===== src/rtl/spi_path_pkg.sv =====
package spi_path_pkg;

    localparam logic [7:0] ADDR_STATUS = 8'h6E;
    localparam logic [7:0] ADDR_STROBE = 8'h6F;

    localparam int BIT_BOARD  = 7;
    localparam int BIT_TC_PPS = 6;
    localparam int BIT_MD_PPS = 5;
    localparam int BIT_RSVD   = 4;
    localparam int BIT_TX_EMP = 3;
    localparam int BIT_TX_FUL = 2;
    localparam int BIT_RX_EMP = 1;
    localparam int BIT_RX_OVF = 0;

    typedef struct packed {
        logic ctl_bit;
        logic flush;
        logic ovf;
    } ctrl_state_t;

endpackage


===== src/rtl/spi_byte_fifo.sv =====
module spi_byte_fifo #(
    parameter int WIDTH = 8,
    parameter int DEPTH = 16
) (
    input  logic             clk,
    input  logic             rst_n,
    input  logic             flush,
    input  logic             push,
    input  logic [WIDTH-1:0] push_data,
    input  logic             pop,
    output logic [WIDTH-1:0] head,
    output logic             empty,
    output logic             full
);
    localparam int PW = (DEPTH > 1) ? $clog2(DEPTH) : 1;
    localparam int CW = $clog2(DEPTH + 1);
    localparam logic [PW-1:0] LAST = PW'(DEPTH - 1);
    localparam logic [CW-1:0] CAP  = CW'(DEPTH);

    typedef struct packed {
        logic [PW-1:0] wr;
        logic [PW-1:0] rd;
        logic [CW-1:0] cnt;
    } fifo_state_t;

    fifo_state_t st_d, st_q;
    logic [WIDTH-1:0] mem_q [DEPTH];
    logic do_push, do_pop;

    function automatic logic [PW-1:0] bump(input logic [PW-1:0] p);
        return (p == LAST) ? '0 : p + 1'b1;
    endfunction

    assign empty = (st_q.cnt == '0);
    assign full  = (st_q.cnt == CAP);
    assign head  = empty ? '0 : mem_q[st_q.rd];

    always_comb begin
        do_push = push && !full && !flush;
        do_pop  = pop && !empty && !flush;
        st_d    = st_q;
        if (flush) begin
            st_d = '0;
        end else begin
            if (do_push) st_d.wr = bump(st_q.wr);
            if (do_pop)  st_d.rd = bump(st_q.rd);
            case ({do_push, do_pop})
                2'b10:   st_d.cnt = st_q.cnt + 1'b1;
                2'b01:   st_d.cnt = st_q.cnt - 1'b1;
                default: st_d.cnt = st_q.cnt;
            endcase
        end
    end

    always_ff @(posedge clk or negedge rst_n) begin
        if (!rst_n) st_q <= '0;
        else        st_q <= st_d;
    end

    always_ff @(posedge clk) begin
        if (do_push) mem_q[st_q.wr] <= push_data;
    end

endmodule


===== src/rtl/spi_path_ctrl.sv =====
module spi_path_ctrl
    import spi_path_pkg::*;
(
    input  logic       clk,
    input  logic       rst_n,
    input  logic [7:0] reg_addr,
    input  logic       reg_wr,
    input  logic [7:0] reg_wdata,
    input  logic       rx_push,
    input  logic       rx_full,
    output logic       flush,
    output logic       strobe,
    output logic       ovf
);
    ctrl_state_t st_d, st_q;
    logic ctl_wr;

    assign ctl_wr = reg_wr && (reg_addr == ADDR_STATUS);
    assign strobe = reg_wr && (reg_addr == ADDR_STROBE);
    assign flush  = st_q.flush;
    assign ovf    = st_q.ovf;

    always_comb begin
        st_d       = st_q;
        st_d.flush = 1'b0;
        if (ctl_wr) begin
            st_d.ctl_bit = reg_wdata[0];
            st_d.flush   = (reg_wdata[0] != st_q.ctl_bit);
        end
        if (st_q.flush)                st_d.ovf = 1'b0;
        else if (rx_push && rx_full)   st_d.ovf = 1'b1;
    end

    always_ff @(posedge clk or negedge rst_n) begin
        if (!rst_n) st_q <= '0;
        else        st_q <= st_d;
    end

endmodule


===== src/rtl/spi_path_regs.sv =====
module spi_path_regs
    import spi_path_pkg::*;
#(
    parameter int DATA_W   = 8,
    parameter int RX_DEPTH = 16,
    parameter int TX_DEPTH = 16
) (
    input  logic              clk,
    input  logic              rst_n,
    input  logic [7:0]        reg_addr,
    input  logic              reg_wr,
    input  logic [7:0]        reg_wdata,
    output logic [7:0]        reg_rdata,
    input  logic              rx_push,
    input  logic [DATA_W-1:0] rx_data,
    output logic [DATA_W-1:0] rx_head,
    input  logic              tx_push,
    input  logic [DATA_W-1:0] tx_data,
    input  logic              tx_pop,
    output logic [DATA_W-1:0] tx_head,
    input  logic              board_present,
    input  logic              tc_pps,
    input  logic              modem_pps
);
    logic flush_w, strobe_w, ovf_w;
    logic rx_empty, rx_full, tx_empty, tx_full;

    spi_path_ctrl u_ctrl (
        .clk       (clk),
        .rst_n     (rst_n),
        .reg_addr  (reg_addr),
        .reg_wr    (reg_wr),
        .reg_wdata (reg_wdata),
        .rx_push   (rx_push),
        .rx_full   (rx_full),
        .flush     (flush_w),
        .strobe    (strobe_w),
        .ovf       (ovf_w)
    );

    spi_byte_fifo #(.WIDTH(DATA_W), .DEPTH(RX_DEPTH)) u_rx_fifo (
        .clk       (clk),
        .rst_n     (rst_n),
        .flush     (flush_w),
        .push      (rx_push),
        .push_data (rx_data),
        .pop       (strobe_w),
        .head      (rx_head),
        .empty     (rx_empty),
        .full      (rx_full)
    );

    spi_byte_fifo #(.WIDTH(DATA_W), .DEPTH(TX_DEPTH)) u_tx_fifo (
        .clk       (clk),
        .rst_n     (rst_n),
        .flush     (flush_w),
        .push      (tx_push),
        .push_data (tx_data),
        .pop       (tx_pop),
        .head      (tx_head),
        .empty     (tx_empty),
        .full      (tx_full)
    );

    always_comb begin
        reg_rdata = '0;
        if (reg_addr == ADDR_STATUS) begin
            reg_rdata[BIT_BOARD]  = board_present;
            reg_rdata[BIT_TC_PPS] = tc_pps;
            reg_rdata[BIT_MD_PPS] = modem_pps;
            reg_rdata[BIT_RSVD]   = 1'b0;
            reg_rdata[BIT_TX_EMP] = tx_empty;
            reg_rdata[BIT_TX_FUL] = tx_full;
            reg_rdata[BIT_RX_EMP] = rx_empty;
            reg_rdata[BIT_RX_OVF] = ovf_w;
        end
    end

endmodule


===== config.mk =====
export PLATFORM = sky130hd
export DESIGN_NAME = spi_path_regs
export DESIGN_NICKNAME = d
export VERILOG_FILES = /design/src/rtl/spi_path_pkg.sv /design/src/rtl/spi_byte_fifo.sv /design/src/rtl/spi_path_ctrl.sv /design/src/rtl/spi_path_regs.sv
export SDC_FILE = /design/constraint.sdc
export NUM_CORES = 1
export LEC_CHECK = 0
export BUFFER_PORTS_ARGS = -buffer_cell sky130_fd_sc_hd__buf_4
export CAP_MARGIN = 20
export CORE_MARGIN = 3
export CORE_UTILIZATION = 61
export CTS_CLUSTER_DIAMETER = 150
export DETAILED_ROUTE_END_ITERATION = 8
export PLACE_DENSITY = 0.88
export SYNTH_ARGS = -nofsm -noshare
export SYNTH_HDL_FRONTEND = slang
export SYNTH_SLANG_ARGS = --single-unit

===== constraint.sdc =====
create_clock -name clk -period 3.2 [get_ports clk]
set_input_delay 0.32 -clock clk [delete_from_list [all_inputs] [get_ports clk]]
set_output_delay 0.32 -clock clk [all_outputs]
set_load 0.005 [all_outputs]

==> impl_results.md, run 1 <==
- # rows: 50
- Startpoint types: register
- CP max-delay cell: dfrtp_2
- Dpl cell area: 12,700 um2
- Syn Nets: 682
- Most common cell after layout, fill and taps aside: edfxtp_1
- Die Ht: 146 um
- Post-Syn Area: 11,900 um2
- Fin Setup TNS: 0 ps
- Final core utilization: 72.3%
- Layout cells sized above 1: 29.1%
- Worst Setup End Kind: output port
- Fmax: 322 MHz
- Clk Latency, worst-skew pair: 550 ps
- DP HPWL: 15,700 um
- Flops & latches, synth: 285
- Count of final hold-check violations: 0
- I/O pin count: 65
- CP bufs+invs: 2
- Post-synth ARST share: 10.2%
- Vias in the first global route: 6,716
- LEAKAGE: 0.00467 uW
- GRT Total Usage: 25.1%
- Largest net degree at the start of global routing: 37
- Vias per inst: 6.41
- CTS clk-pin slew, worst paths: 70 ps
- Critical Path AT: 2790 ps
- Diode count: 0
- H-tree depth: 1
- Drt total wl: 26,100 um
- CTS root buffer: clkbuf_16
- Status: completed
- Initial core utilization: 62.7%
- Antenna violations before repair: 0
- Max_cap viols: 0
- CP Max Fanout: 14
- Register area share after synthesis: 70.7%
- Hold WC Path Type: in -> reg
- ANT nets after route: 0
- Slew headroom: 48.5%
- Critical Path Stages: 5
- Starting DRT DRC Count: 952
- Worst-Margin Slew: 770 ps
- Drt wl/cell: 26.2 um
- Synth Area per Inst: 19.1 um2
- Number of buffers created by CTS: 29
- Reg2Reg Capture Point: u_tx_fifo.st_q[4]
- Gr ovfl total: 0
- Pre-antenna DRT Iters: 6
- Family with the most delay on the worst path: multiplexers
- Slew Viols, Final: 0
- Layout Skew: 22.0 ps
- Clock sinks: 285
- DRC: 0
- Period utilization: 97.1%
- Gpl congestion: 0.837
- Post-synth EDFFs: 256
- Yosys cell types: 47
- PortBufs: 56
- Yosys warns: 0
- Ys flop type: edfxtp_1
- Final nets: 774
- Vias post-DR: 6,389
- Core area: 19,000 um2
- Worst Setup EP: rx_head[2]
- Tot Pwr: 10,800 uW
- Worst r2r src: u_tx_fifo.st_q[1]
- TritonCTS clock tree: built
- Die width: 146 um
- CP startpoint: u_rx_fifo.st_q[5]
- Area Overhead vs Synth: 15.2%
- VDD IR-drop max: 0.521 mV
- CP required: 2880 ps
- Slowest stage delay, CP: 620 ps
- Reg2Reg Setup Slack: 130 ps
- Hold Slack: 38.6 ps
- Die ar.: 21,200 um2
- Final Cell Area: 13,700 um2
- Reg2reg path depth: 9
- CP Cell Sequence: buf_12, mux4_1, mux4_2, and2_1, buf_4
- Period minus WS final: 3110 ps
- Most frequent cells in the layout: edfxtp_1, buf_4, mux4_2, nor2_1, clkbuf_16
- RSZ-0062 raised after global routing: no
- Setup violators final: 0
- First-pass GRT wire length: 40,200 um
- PD cells: 788 nW/um2
- Setup CP Type: reg -> out
- Post-Syn Instances: 623
- Clock buffer depth: 3
-- state kept, by name, indices dropped and copies added (netlist names) --
| name | cells |
|---|---|
| u_ctrl.ovf | 1 |
| u_ctrl.flush | 1 |
| u_rx_fifo.mem_q | 128 |
| u_tx_fifo.st_q | 13 |
| u_rx_fifo.st_q | 13 |
| u_ctrl.st_q | 1 |
| u_tx_fifo.mem_q | 128 |
-- routing by layer --
metal | up-vias | track usage [%] | share of wire, %
met5 | - | 0 | 0
li1 | 2680 | - | -
met1 | 3228 | 33.7 | 36
met4 | 0 | 11.2 | 4.7
met3 | 82 | 3.58 | 8.0
met2 | 399 | 41.9 | 51
-- tightest hold or removal path, stage by stage --
cell and delay [ps]:
buf_4 110, nand2_1 70, nor2_1 50
-- synthesized netlist by cell type (2+ instances only) --
cell / n / area share [%]
a21o_1: 7 / 0.44
a21oi_1: 17 / 0.72
a31oi_1: 3 / 0.16
and2_1: 12 / 0.63
buf_1: 3 / 0.095
buf_4: 3 / 0.19
buf_6: 5 / 0.47
clkbuf_1: 15 / 0.47
dfrtp_1: 29 / 6.1
edfxtp_1: 256 / 65
fa_1: 2 / 0.34
ha_1: 16 / 1.7
inv_1: 7 / 0.22
mux2_1: 4 / 0.38
mux2i_1: 5 / 0.42
mux4_1: 9 / 2.0
mux4_2: 71 / 13
nand2_1: 28 / 0.88
nand2b_1: 5 / 0.26
nand3_1: 8 / 0.34
nor2_1: 52 / 1.6
nor2b_1: 10 / 0.53
nor3_1: 13 / 0.55
nor4_1: 3 / 0.16
o21ai_0: 4 / 0.17
o21ai_2: 2 / 0.15
or3_1: 3 / 0.16
or4_1: 2 / 0.13
xnor2_1: 6 / 0.44
xor2_1: 6 / 0.44
-- cell families after synthesis --
logic type / synth area share, %
AOI/OAI and AO/OA: 2.48
buffers and inverters: 1.75
and+or+nand+nor: 5.87
DFF: 70.7
adders and majority gates: 2.02
xor gates and xnor gates: 0.884
muxes: 16.2
other: 0.0315
-- metrics by stage --
step | setup WS, ps | std cells
4_1_cts | 81.5 | 996
3_5_place_dp | 138 | 941
6_report | 93.8 | 996
2_1_floorplan | 435 | 623
5_1_grt | 34.4 | 996
3_3_place_gp | 296 | 941
-- timing repair --
action                                  4_1_cts  5_1_grt
gates resized for setup                       0        2
setup buffers                                 1        0
hold buffers                                  2        0
endpoints found under the hold margin        30        0
endpoints found under the setup margin        1        2
-- where the power goes --
group / leakage [uW] / switching, uW / internal (uW)
registers: 0.00267 / 376 / 4510
clock network: 0.000452 / 1380 / 1910
logic: 0.00155 / 1330 / 1290
total: 0.00467 / 3090 / 7710
-- worst min path at each step --
stage	start	end	slack (ps)	cells after the start
after floorplan	rst_n	u_ctrl.flush	20	0
after global placement	rst_n	u_tx_fifo.st_q[4]	260	1
after detailed placement	rst_n	u_tx_fifo.st_q[6]	270	1
after CTS	reg_wr	u_ctrl.flush	40	3
after global routing	reg_wr	u_ctrl.flush	70	3
final	reg_wr	u_ctrl.flush	40	3
-- layout make-up --
type                       instances  area (um2)
clock inverter                    21         208
timing repair buffer              89         711
multi-input combinational        303        3280
inverter                           7        26.3
tap                              260         325
sequential                       285        8420
clock buffer                      31         733
fill                            1021        5250
Power figures use the tool's default switching activity.
==> inputs of run 2 (changes only) <==
--- a/config.mk
+++ b/config.mk
@@ -11,7 +11,9 @@
 export CORE_UTILIZATION = 61
 export CTS_CLUSTER_DIAMETER = 150
 export DETAILED_ROUTE_END_ITERATION = 8
+export GPL_ROUTABILITY_DRIVEN = 0
 export PLACE_DENSITY = 0.88
+export REMOVE_ABC_BUFFERS = 1
 export SYNTH_ARGS = -nofsm -noshare
 export SYNTH_HDL_FRONTEND = slang
 export SYNTH_SLANG_ARGS = --single-unit
==> run 2 against run 1 <==
Non-clock buffer count down 11. Combinational power shrank 5%. Utilization fell by 1.0 points. Sequential share of layout area increased by 0.90 points. Sequential cell count did not move. Register-to-register slack improved by 20 ps. Routed wire length shrank 7.2%. Worst setup slack better by 60 ps. Maximum frequency increased by 2.0%. Critical path type is now reg -> reg. Highest routed layer unchanged.
==> impl_results.md, run 2 (synthesis results as in run 1) <==
- Status: completed
- Area Overhead vs Synth: 13.5%
- Worst r2r src: u_tx_fifo.st_q[1]
- Drt total wl: 24,200 um (-7.2%)
- Layout fillers: 1,065 (+4.3%)
- Max_cap viols: 0 (unchanged)
- Met2 GRT Util: 40.3% (-1.6 points)
- PortBufs: 56 (unchanged)
- Clk Latency, worst-skew pair: 540 ps (about the same)
- Die Ht: 146 um (unchanged)
- Tot Pwr: 10,400 uW (-3.8%)
- Period minus WS final: 3050 ps (-60.4 ps)
- Final nets: 762 (-1.6%)
- Worst-Margin Slew: 943 ps (+173 ps)
- Starting DRT DRC Count: 618 (-35%)
- Critical Path AT: 3460 ps (+670 ps)
- Fmax: 328 MHz (+2.0%)
- Most frequent cells in the layout: edfxtp_1, buf_4, mux4_2, nor2_1, clkbuf_16
- GRT Total Usage: 23.3% (-1.7 points)
- Worst Setup End Kind: register
- Clock buffer depth: 3 (unchanged)
- CP required: 3620 ps (+740 ps)
- Reg2reg path depth: 9 (unchanged)
- Slew headroom: 36.9% (-12 points)
- DP HPWL: 15,200 um (-3.4%)
- Period utilization: 95.2% (-1.9 points)
- Vias per inst: 6.38 (-0.55%)
- M3 GR Usage: 3.52% (-0.062 points)
- Reg2Reg Setup Slack: 150 ps (+20 ps)
- Pre-antenna DRT Iters: 7 (+1)
- Setup CP Type: reg -> reg
- CTS clk-pin slew, worst paths: 60 ps (about the same)
- Hold WC Path Type: in -> reg
- CTS root buffer: clkbuf_16
- Reg2Reg Capture Point: u_tx_fifo.st_q[4]
- DRC: 0 (unchanged)
- ANT nets after route: 0 (unchanged)
- Vias post-DR: 6,252 (-2.1%)
- Count of final hold-check violations: 0 (unchanged)
- Vias in the first global route: 6,659 (-0.85%)
- Worst Min Path Start: reg_wr
- Die width: 146 um (unchanged)
- Most common cell after layout, fill and taps aside: edfxtp_1
- Layout Skew: 14.2 ps (-7.84 ps)
- Layout cells sized above 1: 26.5% (-2.5 points)
- RSZ-0062 raised after global routing: no
- Setup violators final: 0 (unchanged)
- Core area: 19,000 um2 (unchanged)
- Die ar.: 21,200 um2 (unchanged)
- Number of buffers created by CTS: 28 (-3.4%)
- VDD IR-drop max: 0.486 mV (-6.6%)
- Met1 usage: 30.7% (-3.0 points)
- Drt wl/cell: 24.7 um (-5.7%)
- Endpoint, Worst Hold: u_ctrl.flush
- Largest net degree at the start of global routing: 38 (+2.7%)
- GRT Max-Usage Layer: met2
- Clock sinks: 285 (unchanged)
- CP Max Fanout: 6 (-8)
- Gr ovfl total: 0 (unchanged)
- Initial core utilization: 62.7% (unchanged)
- H-tree depth: 1 (unchanged)
- # rows: 50 (unchanged)
- TritonCTS clock tree: built
- Regs by FF count: u_rx_fifo.mem_q (128), u_tx_fifo.mem_q (128)
- Startpoint types: register
- Fin Setup TNS: 0 ps (unchanged)
- I/O pin count: 65 (unchanged)
- Diode count: 0 (unchanged)
- LEAKAGE: 0.00456 uW (-2.4%)
- Hold Crit Depth: 3 (unchanged)
- PD cells: 769 nW/um2 (-2.4%)
- Antenna violations before repair: 0 (unchanged)
- First-pass GRT wire length: 38,400 um (-4.6%)
- Slew Viols, Final: 0 (unchanged)
-- run 2: cell count changes in the layout (fill, tap and decap cells not counted), sizes merged --
cell and delta:
buf -11, clkbuf +5, clkinv -5, bufinv -2, clkinvlp -2, inv -1
-- run 2: layout make-up --
cell class	count	area, um2	share of cell area [%]
Inverter	7	26.3	0.195
Tap cell	260	325	2.41
Multi-Input combinational cell	303	3280	24.3
Sequential cell	285	8420	62.3
Clock inverter	11	78.8	0.584
Clock buffer	36	752	5.57
Timing Repair Buffer	78	628	4.65
-- run 2: metal layers --
metal / vias to the layer above / part of all wire, %
met5: - / 0
met4: 0 / 3.9
met3: 74 / 4.9
met2: 277 / 53
met1: 3245 / 38
li1: 2656 / -
-- run 2: repair_timing --
action,CTS,global route
resized for setup,0,1
endpoints found under the setup margin,0,1
hold buffers,2,0
setup buffers,0,0
hold endpoints to repair,30,0
-- run 2: worst max path at each step --
stage | from | end | slack, ps | depth (start not counted)
floorplan | u_tx_fifo.st_q[5] | tx_head[0] | 190 | 3
global placement | u_tx_fifo.st_q[1] | u_tx_fifo.st_q[4] | 300 | 9
detailed placement | u_tx_fifo.st_q[0] | u_tx_fifo.st_q[4] | 160 | 9
CTS | u_tx_fifo.st_q[0] | u_tx_fifo.st_q[4] | 150 | 9
global route | u_tx_fifo.st_q[0] | u_tx_fifo.st_q[4] | 30 | 9
finish | u_tx_fifo.st_q[1] | u_tx_fifo.st_q[4] | 150 | 9
-- run 2: report_power, final --
group / total (uW) / switching (uW) / leakage [uW] / internal [uW]
sequential: 4880 / 369 / 0.00267 / 4510
clock: 3030 / 1310 / 0.000400 / 1720
combinational: 2480 / 1210 / 0.00149 / 1260
-- run 2: stage by stage --
stage	hold WS [ps]	area [um2]	worst slack, ps	cells	util, %
after floorplan	24.4	11700	188	595	-
after global placement	265	12600	303	931	66.7
after detailed placement	275	12600	159	931	66.7
after CTS	44.0	13500	150	980	71.2
after global routing	52.6	13500	34.5	980	71.2
final	61.9	13500	154	980	71.2
-- run 2: worst max-delay path, stage by stage, from the launching register on --
cell and delay [ps]:
dfrtp_1 440, or4_1 680, o21ai_2 280, nor3_2 120, fa_1 440, a21o_1 180
a21oi_1 180, nor3_1 60, a21oi_1 170, mux2_1 350
==> inputs of run 3 (changes only) <==
--- a/config.mk
+++ b/config.mk
@@ -7,13 +7,16 @@
 export LEC_CHECK = 0
 export BUFFER_PORTS_ARGS = -buffer_cell sky130_fd_sc_hd__buf_4
 export CAP_MARGIN = 20
+export CORE_ASPECT_RATIO = 0.9
 export CORE_MARGIN = 3
 export CORE_UTILIZATION = 61
 export CTS_CLUSTER_DIAMETER = 150
 export DETAILED_ROUTE_END_ITERATION = 8
 export GPL_ROUTABILITY_DRIVEN = 0
+export MAX_ROUTING_LAYER = met4
 export PLACE_DENSITY = 0.88
 export REMOVE_ABC_BUFFERS = 1
 export SYNTH_ARGS = -nofsm -noshare
 export SYNTH_HDL_FRONTEND = slang
+export SYNTH_HIERARCHICAL = 1
 export SYNTH_SLANG_ARGS = --single-unit
==> run 3 against run 2 <==
Largest power group unchanged. Register-to-register slack improved by 210 ps. Utilization up 0.15 points. Worst hold slack got worse by 22 ps. Critical path depth down 4. Routed wire length is 1.4% higher. Sequential share of layout area down 0.96 points. Via count increased by 3.6%. Combinational power hardly changed. Final cell count increased by 3.5%. Global-route usage increased by 0.70 points. Sequential cell count unchanged.
==> impl_results.md, run 3 <==
- Reg2reg path depth: 9 (unchanged)
- Post-Syn Instances: 666 (+6.9%)
- Post-Syn Area: 12,000 um2 (+0.81%)
- Regs by FF count: u_rx_fifo/mem_q (128), u_tx_fifo/mem_q (128)
- Post-synth ARST share: 10.2% (unchanged)
- Critical Path AT: 2700 ps (-760 ps)
- Gr ovfl total: 0 (unchanged)
- Fmax: 331 MHz (+0.96%)
- Endpoint, Worst Hold: u_ctrl/st_q[2]
- Period utilization: 94.3% (-0.91 points)
- DR WL met2: 12,300 um (-4.1%)
- Clk Latency, worst-skew pair: 530 ps (about the same)
- TritonCTS clock tree: built
- Vias post-DR: 6,475 (+3.6%)
- WL met3: 1880 um (+59%)
- Yosys cell types: 48 (+2.1%)
- Worst r2r src: u_rx_fifo/st_q[1]
- Vias in the first global route: 6,789 (+2.0%)
- Layout Skew: 10.0 ps (-4.18 ps)
- Core area: 19,200 um2 (+1.4%)
- Slew Viols, Final: 0 (unchanged)
- Diode count: 0 (unchanged)
- Drt wl/cell: 24.2 um (-2.0%)
- Number of buffers created by CTS: 28 (unchanged)
- Most common library cells after synthesis: edfxtp_1, mux4_2, nor2_1
- Startpoint types: register
- Layout cells sized above 1: 27.2% (+0.70 points)
- Pre-antenna DRT Iters: 4 (-3)
- CP required: 2880 ps (-740 ps)
- Ys flop type: edfxtp_1
- Final Non-Filler Cells: 1,014 (+3.5%)
- Hold WC Path Type: in -> reg
- Flops & latches, synth: 285 (unchanged)
- Clock buffer depth: 3 (unchanged)
- Largest area contributor in the synthesized netlist: edfxtp_1
- Vias per inst: 6.39 (about the same)
- DP HPWL: 15,500 um (+2.1%)
- Yosys warns: 6 (+6)
- Antenna violations before repair: 0 (unchanged)
- Reg2Reg Setup Slack: 360 ps (+210 ps)
- Final nets: 797 (+4.6%)
- DRC: 0 (unchanged)
- H-tree depth: 1 (unchanged)
- Final worst setup slack: 183 ps (+29.1 ps)
- VDD IR-drop max: 0.624 mV (+28%)
- Die Ht: 139 um (-4.6%)
- Period minus WS final: 3020 ps (-29.1 ps)
- Count of final hold-check violations: 0 (unchanged)
- PD cells: 781 nW/um2 (+1.6%)
- Worst Min Path Start: reg_wdata[0]
- ANT nets after route: 0 (unchanged)
- Initial core utilization: 62.4% (-0.36 points)
- GRT Total Usage: 24.1% (+0.70 points)
- Most frequent cells in the layout: edfxtp_1, buf_4, mux4_2, nor2_1, mux2i_1
- Starting DRT DRC Count: 544 (-12%)
- M1 WL: 9850 um (+7.0%)
- Post-synth EDFFs: 256 (unchanged)
- PortBufs: 56 (unchanged)
- I/O pin count: 65 (unchanged)
- Max_cap viols: 0 (unchanged)
- Status: completed
- # placed instances: 960 (+3.1%)
- Tot Pwr: 10,700 uW (+3.2%)
- Clock sinks: 285 (unchanged)
- Die ar.: 21,400 um2 (+0.79%)
- Setup violators final: 0 (unchanged)
- Drt total wl: 24,500 um (+1.4%)
- Die width: 154 um (+5.6%)
- Pre-CTS setup slack: 154 ps (-4.77 ps)
- Top-count cell post-synth: edfxtp_1
- Area Overhead vs Synth: 14.4%
- Most common cell after layout, fill and taps aside: edfxtp_1
- Synth Area per Inst: 18.0 um2 (-5.7%)
- First-pass GRT wire length: 38,900 um (+1.4%)
- CTS root buffer: clkbuf_16
- LEAKAGE: 0.00466 uW (+2.3%)
- # rows: 48 (-4.0%)
- Share of the synthesized area in the top cell type: 64.1% (-0.52 points)
- Hold Slack: 39.5 ps (-22.4 ps)
- Register area share after synthesis: 70.2% (-0.57 points)
- Largest cells by area after synthesis: edfxtp_1, mux4_2, dfrtp_1, mux2i_1, nor2_1
- RSZ-0062 raised after global routing: no
- Reg2Reg Capture Point: u_rx_fifo/st_q[4]
- Hold Crit Depth: 2 (-1)
- CP Max Fanout: 9 (+3)
- CTS clk-pin slew, worst paths: 60 ps (about the same)
- Largest net degree at the start of global routing: 37 (-2.6%)
- Max layer used: met4
- Setup CP Type: reg -> out
- Worst-Margin Slew: 1100 ps (+158 ps)
- Slew headroom: 26.5% (-10 points)
- Worst Setup End Kind: output port
## run 3: worst max path at each step
stage | start | cells past startpoint | endpoint | slack, ps
final | u_rx_fifo/st_q[1] | 5 | rx_head[6] | 180
after global routing | u_rx_fifo/st_q[1] | 5 | rx_head[6] | 70
after detailed placement | reg_addr[7] | 12 | u_rx_fifo/st_q[4] | 150
after global placement | reg_addr[7] | 12 | u_rx_fifo/st_q[4] | 300
after floorplan | reg_addr[7] | 11 | u_rx_fifo/st_q[4] | -80
after CTS | u_tx_fifo/st_q[5] | 5 | tx_head[2] | 50
## run 3: through the flow
stage               area (um2)  util, %  TNS (ps)
floorplan                11800        -     -82.7
global placement         12700     66.3         0
CTS                      13700     71.4         0
global route             13700     71.4         0
finish                   13700     71.4         0
detailed placement       12700     66.3         0
## run 3: cell families after synthesis
kind of cell / count (synthesis) / synth area share, %
other: 1 / 0.0313
XOR/XNOR: 13 / 0.950
flip-flops: 285 / 70.2
AO/OA/AOI/OAI: 55 / 3.40
buffers and inverters: 50 / 1.88
AND/OR/NAND/NOR: 141 / 6.43
multiplexers: 107 / 15.7
adder cells (fa/ha/maj): 14 / 1.46
## run 3: critical path, cell delays in order, from the launching register on
cell and delay, ps:
dfrtp_1 480, nor4_4 510, nand2b_1 320, nand2b_1 450, o22ai_1 220, buf_4 190
## run 3: final cells by class
cell class,instances,area (um2)
Multi-Input combinational cell,331,3350
Fill cell,1130,5500
Tap cell,250,313
Sequential cell,285,8420
Inverter,14,52.6
Clock buffer,44,852
Timing Repair Buffer,82,633
Clock inverter,8,98.8
## run 3: power by group
part	internal [uW]	switching, uW
registers	4500	441
logic	1180	1290
clock network	1990	1330
total	7660	3060
## run 3: timing repair
item | CTS | global route
buffers inserted | 0 | 0
hold buffers | 2 | 0
endpoints found under the setup margin | 0 | 6
endpoints found under the hold margin | 30 | 0
resized for setup | 0 | 1
## run 3: metal layers
| layer | up-vias | global-route usage [%] |
|---|---|---|
| li1 | 2799 | - |
| met1 | 3305 | 34.1 |
| met2 | 319 | 37.9 |
| met3 | 52 | 3.71 |
| met4 | 0 | 5.81 |
| met5 | - | - |
